<file path="src/rtl/sdh_irq_pkg.sv">
package sdh_irq_pkg;
   localparam int unsigned          IRQ_W      = 32;
   localparam logic [IRQ_W-1:0]     NORM_SRC   = 32'h0000_51FF;
   localparam logic [IRQ_W-1:0]     ERR_SRC    = 32'h17FF_0000;
   localparam int unsigned          ERR_FLAG_POS = 15;

   typedef enum logic [1:0] {
      SEL_STAT  = 2'd0,
      SEL_LATCH = 2'd1,
      SEL_SIGNAL = 2'd2,
      SEL_NONE  = 2'd3
   } irq_sel_e;
endpackage

</file>
<file path="src/rtl/sdh_irq_decode.sv">
module sdh_irq_decode
   import sdh_irq_pkg::*;
#(
   parameter int unsigned ADDR_W     = 8,
   parameter int unsigned STAT_OFS   = 0,
   parameter int unsigned LATCH_OFS  = 4,
   parameter int unsigned SIGNAL_OFS = 8
) (
   input  logic [ADDR_W-1:0] addr,
   output irq_sel_e          sel
);
   localparam logic [ADDR_W-1:0] A_STAT   = STAT_OFS[ADDR_W-1:0];
   localparam logic [ADDR_W-1:0] A_LATCH  = LATCH_OFS[ADDR_W-1:0];
   localparam logic [ADDR_W-1:0] A_SIGNAL = SIGNAL_OFS[ADDR_W-1:0];

   always_comb begin
      if (addr == A_STAT)        sel = SEL_STAT;
      else if (addr == A_LATCH)  sel = SEL_LATCH;
      else if (addr == A_SIGNAL) sel = SEL_SIGNAL;
      else                       sel = SEL_NONE;
   end
endmodule

</file>
<file path="src/rtl/sdh_irq_mask_reg.sv">
module sdh_irq_mask_reg #(
   parameter int unsigned     W    = 32,
   parameter logic [W-1:0]    KEEP = '1
) (
   input  logic         clk,
   input  logic         rst_n,
   input  logic         we,
   input  logic [W-1:0] wdata,
   output logic [W-1:0] q
);
   always_ff @(posedge clk or negedge rst_n) begin
      if (!rst_n)  q <= '0;
      else if (we) q <= wdata & KEEP;
   end
endmodule

</file>
<file path="src/rtl/sdh_irq_status.sv">
module sdh_irq_status #(
   parameter int unsigned  W        = 32,
   parameter logic [W-1:0] SRC_MASK = '1
) (
   input  logic         clk,
   input  logic         rst_n,
   input  logic [W-1:0] ev,
   input  logic [W-1:0] latch_en,
   input  logic         clr_we,
   input  logic [W-1:0] clr_data,
   output logic [W-1:0] q
);
   logic [W-1:0] set_v;
   logic [W-1:0] clr_v;
   logic         unused_bits;

   assign set_v = ev & latch_en & SRC_MASK;
   assign clr_v = clr_we ? clr_data : '0;
   assign unused_bits = ^((set_v | clr_v) & ~SRC_MASK);

   for (genvar i = 0; i < W; i++) begin : g_bit
      if (SRC_MASK[i]) begin : g_src
         logic cell_q;
         always_ff @(posedge clk or negedge rst_n) begin
            if (!rst_n)        cell_q <= 1'b0;
            else if (set_v[i]) cell_q <= 1'b1;
            else if (clr_v[i]) cell_q <= 1'b0;
         end
         assign q[i] = cell_q;
      end else begin : g_tie
         assign q[i] = 1'b0;
      end
   end
endmodule

</file>
<file path="src/rtl/sdh_irq_bank.sv">
module sdh_irq_bank
   import sdh_irq_pkg::*;
#(
   parameter int unsigned       REG_W      = IRQ_W,
   parameter int unsigned       ADDR_W     = 8,
   parameter int unsigned       STAT_OFS   = 0,
   parameter int unsigned       LATCH_OFS  = 4,
   parameter int unsigned       SIGNAL_OFS = 8,
   parameter logic [REG_W-1:0]  NORM_MASK  = NORM_SRC,
   parameter logic [REG_W-1:0]  ERR_MASK   = ERR_SRC,
   parameter int unsigned       FLAG_POS   = ERR_FLAG_POS,
   parameter bit                IRQ_REG    = 1'b1
) (
   input  logic              clk,
   input  logic              rst_n,
   input  logic [REG_W-1:0]  ev_pulse,
   input  logic              reg_wr,
   input  logic [ADDR_W-1:0] reg_addr,
   input  logic [REG_W-1:0]  reg_wdata,
   output logic [REG_W-1:0]  reg_rdata,
   output logic              irq_o
);
   localparam logic [REG_W-1:0] SRC_MASK = NORM_MASK | ERR_MASK;
   localparam logic [REG_W-1:0] FLAG_BIT = REG_W'(1) << FLAG_POS;

   if (FLAG_POS >= REG_W) begin : g_bad_flag
      $error("error flag position lies outside the register");
   end
   if ((NORM_MASK & ERR_MASK) != '0) begin : g_bad_overlap
      $error("normal and error source masks overlap");
   end
   if ((SRC_MASK & FLAG_BIT) != '0) begin : g_bad_flag_src
      $error("error flag position collides with a source bit");
   end
   if (STAT_OFS == LATCH_OFS || STAT_OFS == SIGNAL_OFS || LATCH_OFS == SIGNAL_OFS) begin : g_bad_ofs
      $error("register offsets must be distinct");
   end
   if (STAT_OFS >= (1 << ADDR_W) || LATCH_OFS >= (1 << ADDR_W) || SIGNAL_OFS >= (1 << ADDR_W)) begin : g_bad_addr
      $error("register offset does not fit the address width");
   end

   irq_sel_e         sel;
   logic [REG_W-1:0] st_q;
   logic [REG_W-1:0] lat_q;
   logic [REG_W-1:0] sig_q;
   logic [REG_W-1:0] st_view;
   logic             err_any;
   logic             irq_now;

   sdh_irq_decode #(
      .ADDR_W(ADDR_W), .STAT_OFS(STAT_OFS),
      .LATCH_OFS(LATCH_OFS), .SIGNAL_OFS(SIGNAL_OFS)
   ) u_dec (
      .addr(reg_addr),
      .sel (sel)
   );

   sdh_irq_mask_reg #(.W(REG_W), .KEEP(SRC_MASK)) u_latch (
      .clk  (clk),
      .rst_n(rst_n),
      .we   (reg_wr && sel == SEL_LATCH),
      .wdata(reg_wdata),
      .q    (lat_q)
   );

   sdh_irq_mask_reg #(.W(REG_W), .KEEP(SRC_MASK)) u_signal (
      .clk  (clk),
      .rst_n(rst_n),
      .we   (reg_wr && sel == SEL_SIGNAL),
      .wdata(reg_wdata),
      .q    (sig_q)
   );

   sdh_irq_status #(.W(REG_W), .SRC_MASK(SRC_MASK)) u_stat (
      .clk     (clk),
      .rst_n   (rst_n),
      .ev      (ev_pulse),
      .latch_en(lat_q),
      .clr_we  (reg_wr && sel == SEL_STAT),
      .clr_data(reg_wdata),
      .q       (st_q)
   );

   assign err_any = |(st_q & ERR_MASK);
   assign st_view = st_q | (err_any ? FLAG_BIT : '0);
   assign irq_now = |(st_view & sig_q);

   always_comb begin
      unique case (sel)
         SEL_STAT:   reg_rdata = st_view;
         SEL_LATCH:  reg_rdata = lat_q;
         SEL_SIGNAL: reg_rdata = sig_q;
         default:    reg_rdata = '0;
      endcase
   end

   if (IRQ_REG) begin : g_irq_ff
      logic irq_q;
      always_ff @(posedge clk or negedge rst_n) begin
         if (!rst_n) irq_q <= 1'b0;
         else        irq_q <= irq_now;
      end
      assign irq_o = irq_q;
   end else begin : g_irq_comb
      assign irq_o = irq_now;
   end
endmodule

</file>
<file path="config.mk">
export PLATFORM = sky130hd
export DESIGN_NAME = sdh_irq_bank
export DESIGN_NICKNAME = d
export VERILOG_FILES = /design/src/rtl/sdh_irq_pkg.sv /design/src/rtl/sdh_irq_decode.sv /design/src/rtl/sdh_irq_mask_reg.sv /design/src/rtl/sdh_irq_status.sv /design/src/rtl/sdh_irq_bank.sv
export SDC_FILE = /design/constraint.sdc
export NUM_CORES = 1
export LEC_CHECK = 0
export BUFFER_PORTS_ARGS = -buffer_cell sky130_fd_sc_hd__buf_2
export CAP_MARGIN = 20
export CORE_MARGIN = 4
export CORE_UTILIZATION = 30
export DETAILED_ROUTE_END_ITERATION = 10
export GPL_ROUTABILITY_DRIVEN = 1
export PLACE_DENSITY = 0.51
export SLEW_MARGIN = 40
export SYNTH_ARGS = -nofsm -noshare
export SYNTH_HDL_FRONTEND = slang
export SYNTH_SLANG_ARGS = --single-unit
</file>
<file path="constraint.sdc">
create_clock -name clk -period 2.75 [get_ports clk]
set_input_delay 0.1375 -clock clk [delete_from_list [all_inputs] [get_ports clk]]
set_output_delay 0.1375 -clock clk [all_outputs]
set_load 0.01 [all_outputs]
</file>
==> metrics, run 1 <==
worst r2r dst irq_o$_DFF_PN0_; Critical Path Max Stage Delay 550 ps; GRT Residual Overflow 0; Critical Path AT 1710 ps; Root Buffer clkbuf_16; sequential fraction of the synthesis area 49.6%; largest net degree at the start of global routing 71; worst skew pair latency 320 ps; synthesized flop and latch total 70; CP Cell Sequence buf_2, or4_1, or2_1, buf_4, nor4_1, buf_2; total negative slack 0 ps; Cells after Synth 309; Worst-path clk slew 60 ps; critical path fanouts, max 11; yosys warns 0; DPL Wire Length 6460 um; period utilization 67.2%; CP top delay family simple AND/OR/NAND/NOR gates; Layout Nets 467; Die Y 116 um; CP startpoint kind primary input; Final Max Tran Viols 0; Leak 2.22 nW; most frequent cells in the layout 81 x buf_2, 70 x dfrtp_1, 46 x nor2_1, 27 x a22o_1, 25 x mux2_2; Worst Path Required 2610 ps; crit path kind primary input to output port; Hold Slack 42.8 ps; core area 0.0115 mm^2; syn avg cell area 11.4 um^2; max-cap violations 0; final-report setup violation count 0; CP dominant cell by count buf_2; worst vdd ir 0.318 mV; Crit path depth 6; WHS Endpoint u_stat.g_bit[6].g_src.cell_q$_DFFE_PN0P_; IO buf count 81; CP max stage cell or4_1; Reg2Reg Depth 4; register-to-register setup slack 1260 ps; routed length on met1 4270 um; Final Hold Viols 0; DIE AREA 0.0136 mm^2; clk_skew 7.02 ps; number of CTS-inserted buffers 9; min cycle time layout 1850 ps; initial antenna violation count 0; share of layout cells above drive strength 1 38.5%; CP endpoint kind output port; metal3 WL 579 um; CTS tree done; Starting Density 30.8%; IO Pins 108; hold path start ev_pulse[6]; Cell Area, Synth 0.00353 mm^2; Worst Max-Slew Pin Slew 642 ps; RSZ-0062 raised after global routing no; top sig layer met4; Clock Path Buffers 2; router iterations before antenna repair 4; violation count after the first detailed-route iteration 89; Total GRT Usage 14.8%; Std-Cell Rows 39; wire length of the first global-routing pass 15,200 um; hold path depth 2; # clock sinks 70; DRT Wirelength 9390 um; commonest non-fill, non-tap cell in the layout buf_2; Placer Congestion 0.747; DR vias 2,639; launch point of the worst reg-to-reg path u_stat.g_bit[19].g_src.cell_q$_DFFE_PN0P_; routed length per instance 17.4 um; htree depth 3; Resized cells post-CTS 0; vias in the first global route 2,790; PwrDens 650 mW/mm^2; status finished clean; relative slew slack 57.2%; Bufs and invs on worst path 3; Die W 116 um; f_max 541 MHz; Final ANT Viol Nets 0; total power 2.83 mW; Inserted Diodes 0; WL met2 4470 um; Syn-to-layout area delta 23.3%; Yosys cell types 30; DRC viols 0; DR vias/cell 4.89; Hold/Removal Path Class primary input to flip-flop
## kinds of logic after synthesis
kind of cell,count (synthesis),share of synthesized area [%]
flip-flops,70,49.6
AO/OA/AOI/OAI,57,11.7
AND/OR/NAND/NOR,85,10.2
other,1,0.106
buffers and inverters,27,5.07
multiplexers,69,23.3
## sequential cells by signal, indices dropped and copies added, names as in the netlist
signal	count
u_latch.q	23
irq_o	1
u_stat.g_bit.g_src.cell_q	23
u_signal.q	23
## per-layer routing
layer | vias to the layer above | global-route usage [%]
met2 | 85 | 24.3
met1 | 1291 | 19.3
met3 | 7 | 4.61
li1 | 1256 | -
met5 | - | 0
met4 | 0 | 3.02
## timing repair
action,4_1_cts,5_1_grt
endpoints found under the hold margin,70,0
buffers inserted,0,0
hold buffers,1,0
## layout make-up
cell class                      count  area, um^2
Clock buffer                       12         246
Tap cell                          143         179
Clock inverter                      4        22.5
Fill cell                        1169        7110
Sequential cell                    70        1750
Timing Repair Buffer               91         508
Inverter                            1        3.75
Multi-Input combinational cell    219        1640
## power by group
| group | switching, mW | total [mW] | internal [mW] |
|---|---|---|---|
| registers | 0.173 | 1.37 | 1.20 |
| logic | 0.181 | 0.419 | 0.237 |
| clock network | 0.412 | 1.04 | 0.630 |
| total | 0.766 | 2.83 | 2.06 |
## synth_stat cells
master	count	area, um^2
nor3_2	1	10.0
or4_1	1	7.51
nand2_1	24	90.1
nor4_1	5	31.3
dfrtp_1	70	1750
a222oi_1	1	10.0
buf_4	8	60.1
clkbuf_1	10	37.5
inv_1	1	3.75
nand2b_1	1	6.26
a21oi_1	23	115
a221oi_1	4	35.0
and4_1	1	8.76
buf_8	1	15.0
mux2_4	20	300
mux2_2	25	282
nand4_1	1	6.26
buf_12	1	20.0
a22o_1	27	236
a22oi_1	2	15.0
nor2_1	47	176
or2_1	1	6.26
buf_2	4	20.0
mux2i_1	23	230
or3_1	1	6.26
buf_6	2	22.5
and3_1	1	6.26
or2_2	1	6.26
mux2_1	1	11.3
conb_1	1	3.75
## worst reg2reg max path: cells and delay by family, from the launching register on
kind	cells	cell delay, ps
AO/OA/AOI/OAI	2	590
AND/OR/NAND/NOR	2	330
flip-flops	1	440
## through the flow
| step | area (um^2) | utilization (%) | worst slack [ps] | std cells |
|---|---|---|---|---|
| detailed placement | 4070 | 35.5 | 565 | 523 |
| global placement | 4070 | 35.5 | 583 | 523 |
| global route | 4350 | 38.0 | 765 | 540 |
| floorplan | 3560 | - | 692 | 316 |
| CTS | 4350 | 38.0 | 874 | 540 |
| finish | 4350 | 38.0 | 902 | 540 |
## how the worst max path moves through the flow
| stage | slack (ps) | endpoint | start |
|---|---|---|---|
| after global routing | 770 | reg_rdata[15] | reg_addr[5] |
| final | 900 | reg_rdata[15] | reg_addr[5] |
| after detailed placement | 560 | u_signal.q[4]$_DFFE_PN0P_ | reg_addr[5] |
| after CTS | 870 | reg_rdata[15] | reg_addr[5] |
| after floorplan | 690 | u_latch.q[0]$_DFFE_PN0P_ | reg_addr[5] |
| after global placement | 580 | u_signal.q[23]$_DFFE_PN0P_ | reg_addr[5] |
(Power assumes the default switching activity.)
==> inputs of run 2 (changes only) <==
--- a/config.mk
+++ b/config.mk
@@ -11,7 +11,7 @@
 export CORE_UTILIZATION = 30
 export DETAILED_ROUTE_END_ITERATION = 10
 export GPL_ROUTABILITY_DRIVEN = 1
-export PLACE_DENSITY = 0.51
+export PLACE_DENSITY = 0.53
 export SLEW_MARGIN = 40
 export SYNTH_ARGS = -nofsm -noshare
 export SYNTH_HDL_FRONTEND = slang
==> constraint.sdc (replaced) <==
create_clock -name clk -period 1.5 [get_ports clk]
set_input_delay 0.075 -clock clk [delete_from_list [all_inputs] [get_ports clk]]
set_output_delay 0.075 -clock clk [all_outputs]
set_load 0.01 [all_outputs]
==> metrics, run 2 (synthesized netlist as in run 1, its figures left out) <==
Std-Cell Rows 39; final instance area 0.00522 mm^2; Reg2Reg Depth 4; CP top delay family simple AND/OR/NAND/NOR gates; DR vias/cell 4.95; number of CTS-inserted buffers 9; worst vdd ir 0.598 mV; Largest regs u_latch.q: 23 flops, u_signal.q: 23 flops, u_stat.g_bit.g_src.cell_q: 23 flops; Final Hold Viols 0; Critical Path AT 1830 ps; Worst Path Required 1710 ps; Hold Slack 4.92 ps; wire length of the first global-routing pass 16,300 um; violation count after the first detailed-route iteration 127; share of layout cells above drive strength 1 48.6%; routed length per instance 18.3 um; launch point of the worst reg-to-reg path u_stat.g_bit[3].g_src.cell_q$_DFFE_PN0P_; Syn-to-layout area delta 47.7%; PwrDens 1060 mW/mm^2; CP max stage cell or4_4; crit path kind primary input to flip-flop; critical path fanouts, max 12; DRC viols 0; RSZ-0062 raised after global routing yes; DRT Wirelength 10,500 um; CP endpoint kind flip-flop; IO buf count 81; register-to-register setup slack 80 ps; IO Pins 108; hold path start ev_pulse[0]; Final WS setup -123 ps; total power 5.55 mW; Inserted Diodes 0; vias in the first global route 3,037; core area 0.0115 mm^2; commonest non-fill, non-tap cell in the layout dfrtp_1; worst skew pair latency 330 ps; Starting Density 30.8%; routed length on met1 4680 um; max-cap violations 0; clk_skew 7.98 ps; fill count 1,056; Leak 2.49 nW; post-place setup slack -539 ps; CTS tree done; worst r2r dst irq_o$_DFF_PN0_; router iterations before antenna repair 4; Die W 116 um; status complete, but fails checks; initial antenna violation count 0; DIE AREA 0.0136 mm^2; failing checks setup timing; htree depth 3; final-report setup violation count 60; largest net degree at the start of global routing 71; metal3 WL 623 um; Final Max Tran Viols 0; WL met2 5150 um; Final ANT Viol Nets 0; Layout Nets 502; f_max 616 MHz; DPL Wire Length 6830 um; top sig layer met4; Cell Area, Placed 0.00415 mm^2; Clock Path Buffers 2; most frequent cells in the layout 68 x dfrtp_1, 64 x buf_2, 43 x mux2_4, 27 x a22o_1, 24 x nand2_1; Total GRT Usage 15.7%; CP startpoint kind primary input; Critical Path Max Stage Delay 520 ps; Worst-path clk slew 60 ps; total negative slack -4390 ps; hold path depth 2; min cycle time layout 1620 ps; Die Y 116 um; # clock sinks 70; Bufs and invs on worst path 2; Root Buffer clkbuf_16; WHS Endpoint u_stat.g_bit[0].g_src.cell_q$_DFFE_PN0P_; Hold/Removal Path Class primary input to flip-flop; DR vias 2,847; CP Cell Sequence buf_6, or4_4, or2_4, or3_4, buf_12, mux2_4; Placer Congestion 0.758; GRT Residual Overflow 0; period utilization 108%
run 2: cell types whose count changed in the layout (fill, tap and decap cells not counted), moves of 7 or more:
cell	previous run	this run
nor2_4	0	16
nor2_1	46	23
mux2_4	20	43
buf_6	0	21
dlygate4sd3_1	1	21
nor2_2	1	8
mux2_2	25	3
buf_2	81	64
run 2: final cells by class:
class | instances | area [um^2] | area share, %
Inverter | 1 | 3.75 | 0.0720
Multi-Input combinational cell | 219 | 1950 | 37.4
Clock buffer | 10 | 239 | 4.58
Sequential cell | 70 | 1750 | 33.6
Clock inverter | 6 | 46.3 | 0.888
Tap cell | 143 | 179 | 3.43
Timing Repair Buffer | 126 | 1040 | 20.0
run 2: stage by stage:
stage,utilization (%),std cells
after floorplan,-,316
after global placement,36.1,532
after detailed placement,36.1,532
after CTS,43.2,575
after global routing,45.5,575
final,45.5,575
run 2: worst register-to-register path, stage by stage, from the launching register on:
cell and delay, ps:
dfrtp_1 400, a22o_1 270, a221oi_2 260, and4_1 250
nand4_1 90
run 2: how the worst max path moves through the flow:
stage / start / endpoint / slack, ps / cells after the start
2_1_floorplan: reg_addr[5] / u_latch.q[0]$_DFFE_PN0P_ / -460 / 7
3_3_place_gp: reg_addr[5] / u_latch.q[18]$_DFFE_PN0P_ / -500 / 6
3_5_place_dp: reg_addr[5] / u_latch.q[19]$_DFFE_PN0P_ / -540 / 6
4_1_cts: reg_addr[5] / u_latch.q[1]$_DFFE_PN0P_ / -110 / 6
5_1_grt: reg_addr[5] / u_latch.q[7]$_DFFE_PN0P_ / -150 / 6
6_report: reg_addr[5] / u_latch.q[1]$_DFFE_PN0P_ / -120 / 6
run 2: where the power goes:
part | leakage, nW | total [mW] | switching (mW) | internal, mW
registers | 0.920 | 2.53 | 0.336 | 2.20
clock network | 0.135 | 2.03 | 0.853 | 1.17
logic | 1.43 | 0.994 | 0.435 | 0.559
run 2: timing repair:
item | in CTS | in global routing
cloned | 3 | 0
pin swaps | 12 | 7
hold endpoints to repair | 90 | 0
hold buffers | 21 | 0
resized for setup | 55 | 60
endpoints found under the setup margin | 71 | 85
buffers inserted | 3 | 0
run 2: layer usage:
layer / vias to the layer above / global-route usage, %
met1: 1434 / 20.8
met5: - / 0
met2: 78 / 25.9
met4: 0 / 2.71
met3: 4 / 4.56
li1: 1331 / -
==> inputs of run 3 (changes only) <==
--- a/config.mk
+++ b/config.mk
@@ -8,10 +8,10 @@
 export BUFFER_PORTS_ARGS = -buffer_cell sky130_fd_sc_hd__buf_2
 export CAP_MARGIN = 20
 export CORE_MARGIN = 4
-export CORE_UTILIZATION = 30
+export CORE_UTILIZATION = 46
 export DETAILED_ROUTE_END_ITERATION = 10
 export GPL_ROUTABILITY_DRIVEN = 1
-export PLACE_DENSITY = 0.53
+export PLACE_DENSITY = 0.76
 export SLEW_MARGIN = 40
 export SYNTH_ARGS = -nofsm -noshare
 export SYNTH_HDL_FRONTEND = slang
==> metrics, run 3 (synthesized netlist as in run 1, its figures left out) <==
wire length of the first global-routing pass 16,100 um; Worst Max-Slew Pin Slew 734 ps; f_max 601 MHz; Sw Ratio 30.7%; RSZ-0062 raised after global routing yes; Final WS setup -163 ps; DRC viols 0; fill count 535; router iterations before antenna repair 4; Std-Cell Rows 31; Final Hold Viols 0; status complete, but fails checks; Sw Pwr 1.53 mW; CTS tree done; sequential power share 50.5%; Combinational Power Share 21.7%; Root Buffer clkbuf_8; Cell Area, Placed 0.00411 mm^2; DR vias/cell 5.48; total power 4.99 mW; min cycle time layout 1660 ps; placed cell count 485; Die W 95.6 um; max-cap violations 0; final instance area 0.00518 mm^2; commonest non-fill, non-tap cell in the layout buf_2; Int Power 3.46 mW; clock network fraction of total power 27.8%; IO Pins 108; # clock sinks 70; Layout Cells excl Fill 558; Largest regs u_latch.q: 23 flops, u_signal.q: 23 flops, u_stat.g_bit.g_src.cell_q: 23 flops; Hold Slack 19.1 ps; final-report setup violation count 53; worst skew pair latency 350 ps; Hold/Removal Path Class primary input to flip-flop; crit path kind primary input to flip-flop; htree depth 3; Syn-to-layout area delta 46.8%; failing checks setup timing; number of CTS-inserted buffers 9; CP startpoint kind primary input; IO buf count 81; PwrDens 963 mW/mm^2; DR vias 3,057; DIE AREA 0.00914 mm^2; Final ANT Viol Nets 0; Starting Density 47.9%; Clock Path Buffers 2; Layout Nets 529; Placer Congestion 0.801; Worst Path Required 1730 ps; critical path fanouts, max 12; GRT Residual Overflow 0; Inserted Diodes 0; Die Y 95.6 um; Critical Path AT 1890 ps; post-place setup slack -499 ps; routed length per instance 19.1 um; most frequent cells in the layout 77 x buf_2, 70 x dfrtp_1, 46 x dlygate4sd3_1, 43 x mux2_4, 29 x nor2_1; share of layout cells above drive strength 1 44.2%; worst vdd ir 0.712 mV; relative slew slack 51.0%; DPL Wire Length 6200 um; Finished Core Util 70.4%; CP endpoint kind flip-flop; core area 0.00737 mm^2; Final Max Tran Viols 0; vias in the first global route 3,175; Worst-path clk slew 80 ps; initial antenna violation count 0; violation count after the first detailed-route iteration 134; Leak 2.56 nW; period utilization 111%; Total GRT Usage 23.3%; clk_skew 12.3 ps; total negative slack -5900 ps; largest net degree at the start of global routing 32; DRT Wirelength 10,700 um
## run 3: power by group through the flow
stage	combinational (mW)	sequential (mW)	clock, mW
finish	1.09	2.52	1.39
global route	1.19	2.55	1.50
CTS	1.01	2.49	1.40
detailed placement	0.834	2.51	0
global placement	0.806	2.49	0
floorplan	0.541	2.43	0
## run 3: cell type report
class	count	area [um^2]	share of cell area, %
clock buffer	11	141	2.73
clock inverter	5	35.0	0.676
inverter	1	3.75	0.0724
multi-input combinational	219	1870	36.1
sequential	70	1750	33.8
tap	99	124	2.39
timing repair buffer	153	1250	24.2
## run 3: critical path, stage by stage
cell and delay, ps:
buf_6 90, or4_4 520, or2_4 300, or3_4 410, buf_12 190, mux2_4 300
## run 3: final timing paths
kind	from	endpoint	slack, ps	depth (start not counted)
setup / recovery	reg_addr[0]	u_latch.q[12]$_DFFE_PN0P_	-160	6
hold / removal	reg_wdata[21]	u_signal.q[21]$_DFFE_PN0P_	20	2
setup reg to reg	u_stat.g_bit[24].g_src.cell_q$_DFFE_PN0P_	irq_o$_DFF_PN0_	30	5
hold reg to reg	u_stat.g_bit[1].g_src.cell_q$_DFFE_PN0P_	u_stat.g_bit[1].g_src.cell_q$_DFFE_PN0P_	540	1
max in group asynchronous	rst_n	u_latch.q[12]$_DFFE_PN0P_	770	3
min in group asynchronous	rst_n	u_latch.q[21]$_DFFE_PN0P_	200	2
## run 3: what timing repair did
action                                  4_1_cts  5_1_grt
resized for setup                            42       36
endpoints found under the setup margin       67       60
hold buffers                                 46        0
hold endpoints to repair                     79        0
setup buffers                                 7        2
pin swaps                                     7        4
cloned                                        2        4
## run 3: layer usage
layer  wire length [um]  GRT usage (%)  part of all wire, %
met4                290           10.4                  2.7
met1               4530           30.6                   42
met3                732           5.37                  6.9
met2               5120           36.5                   48
met5                  0              0                    0
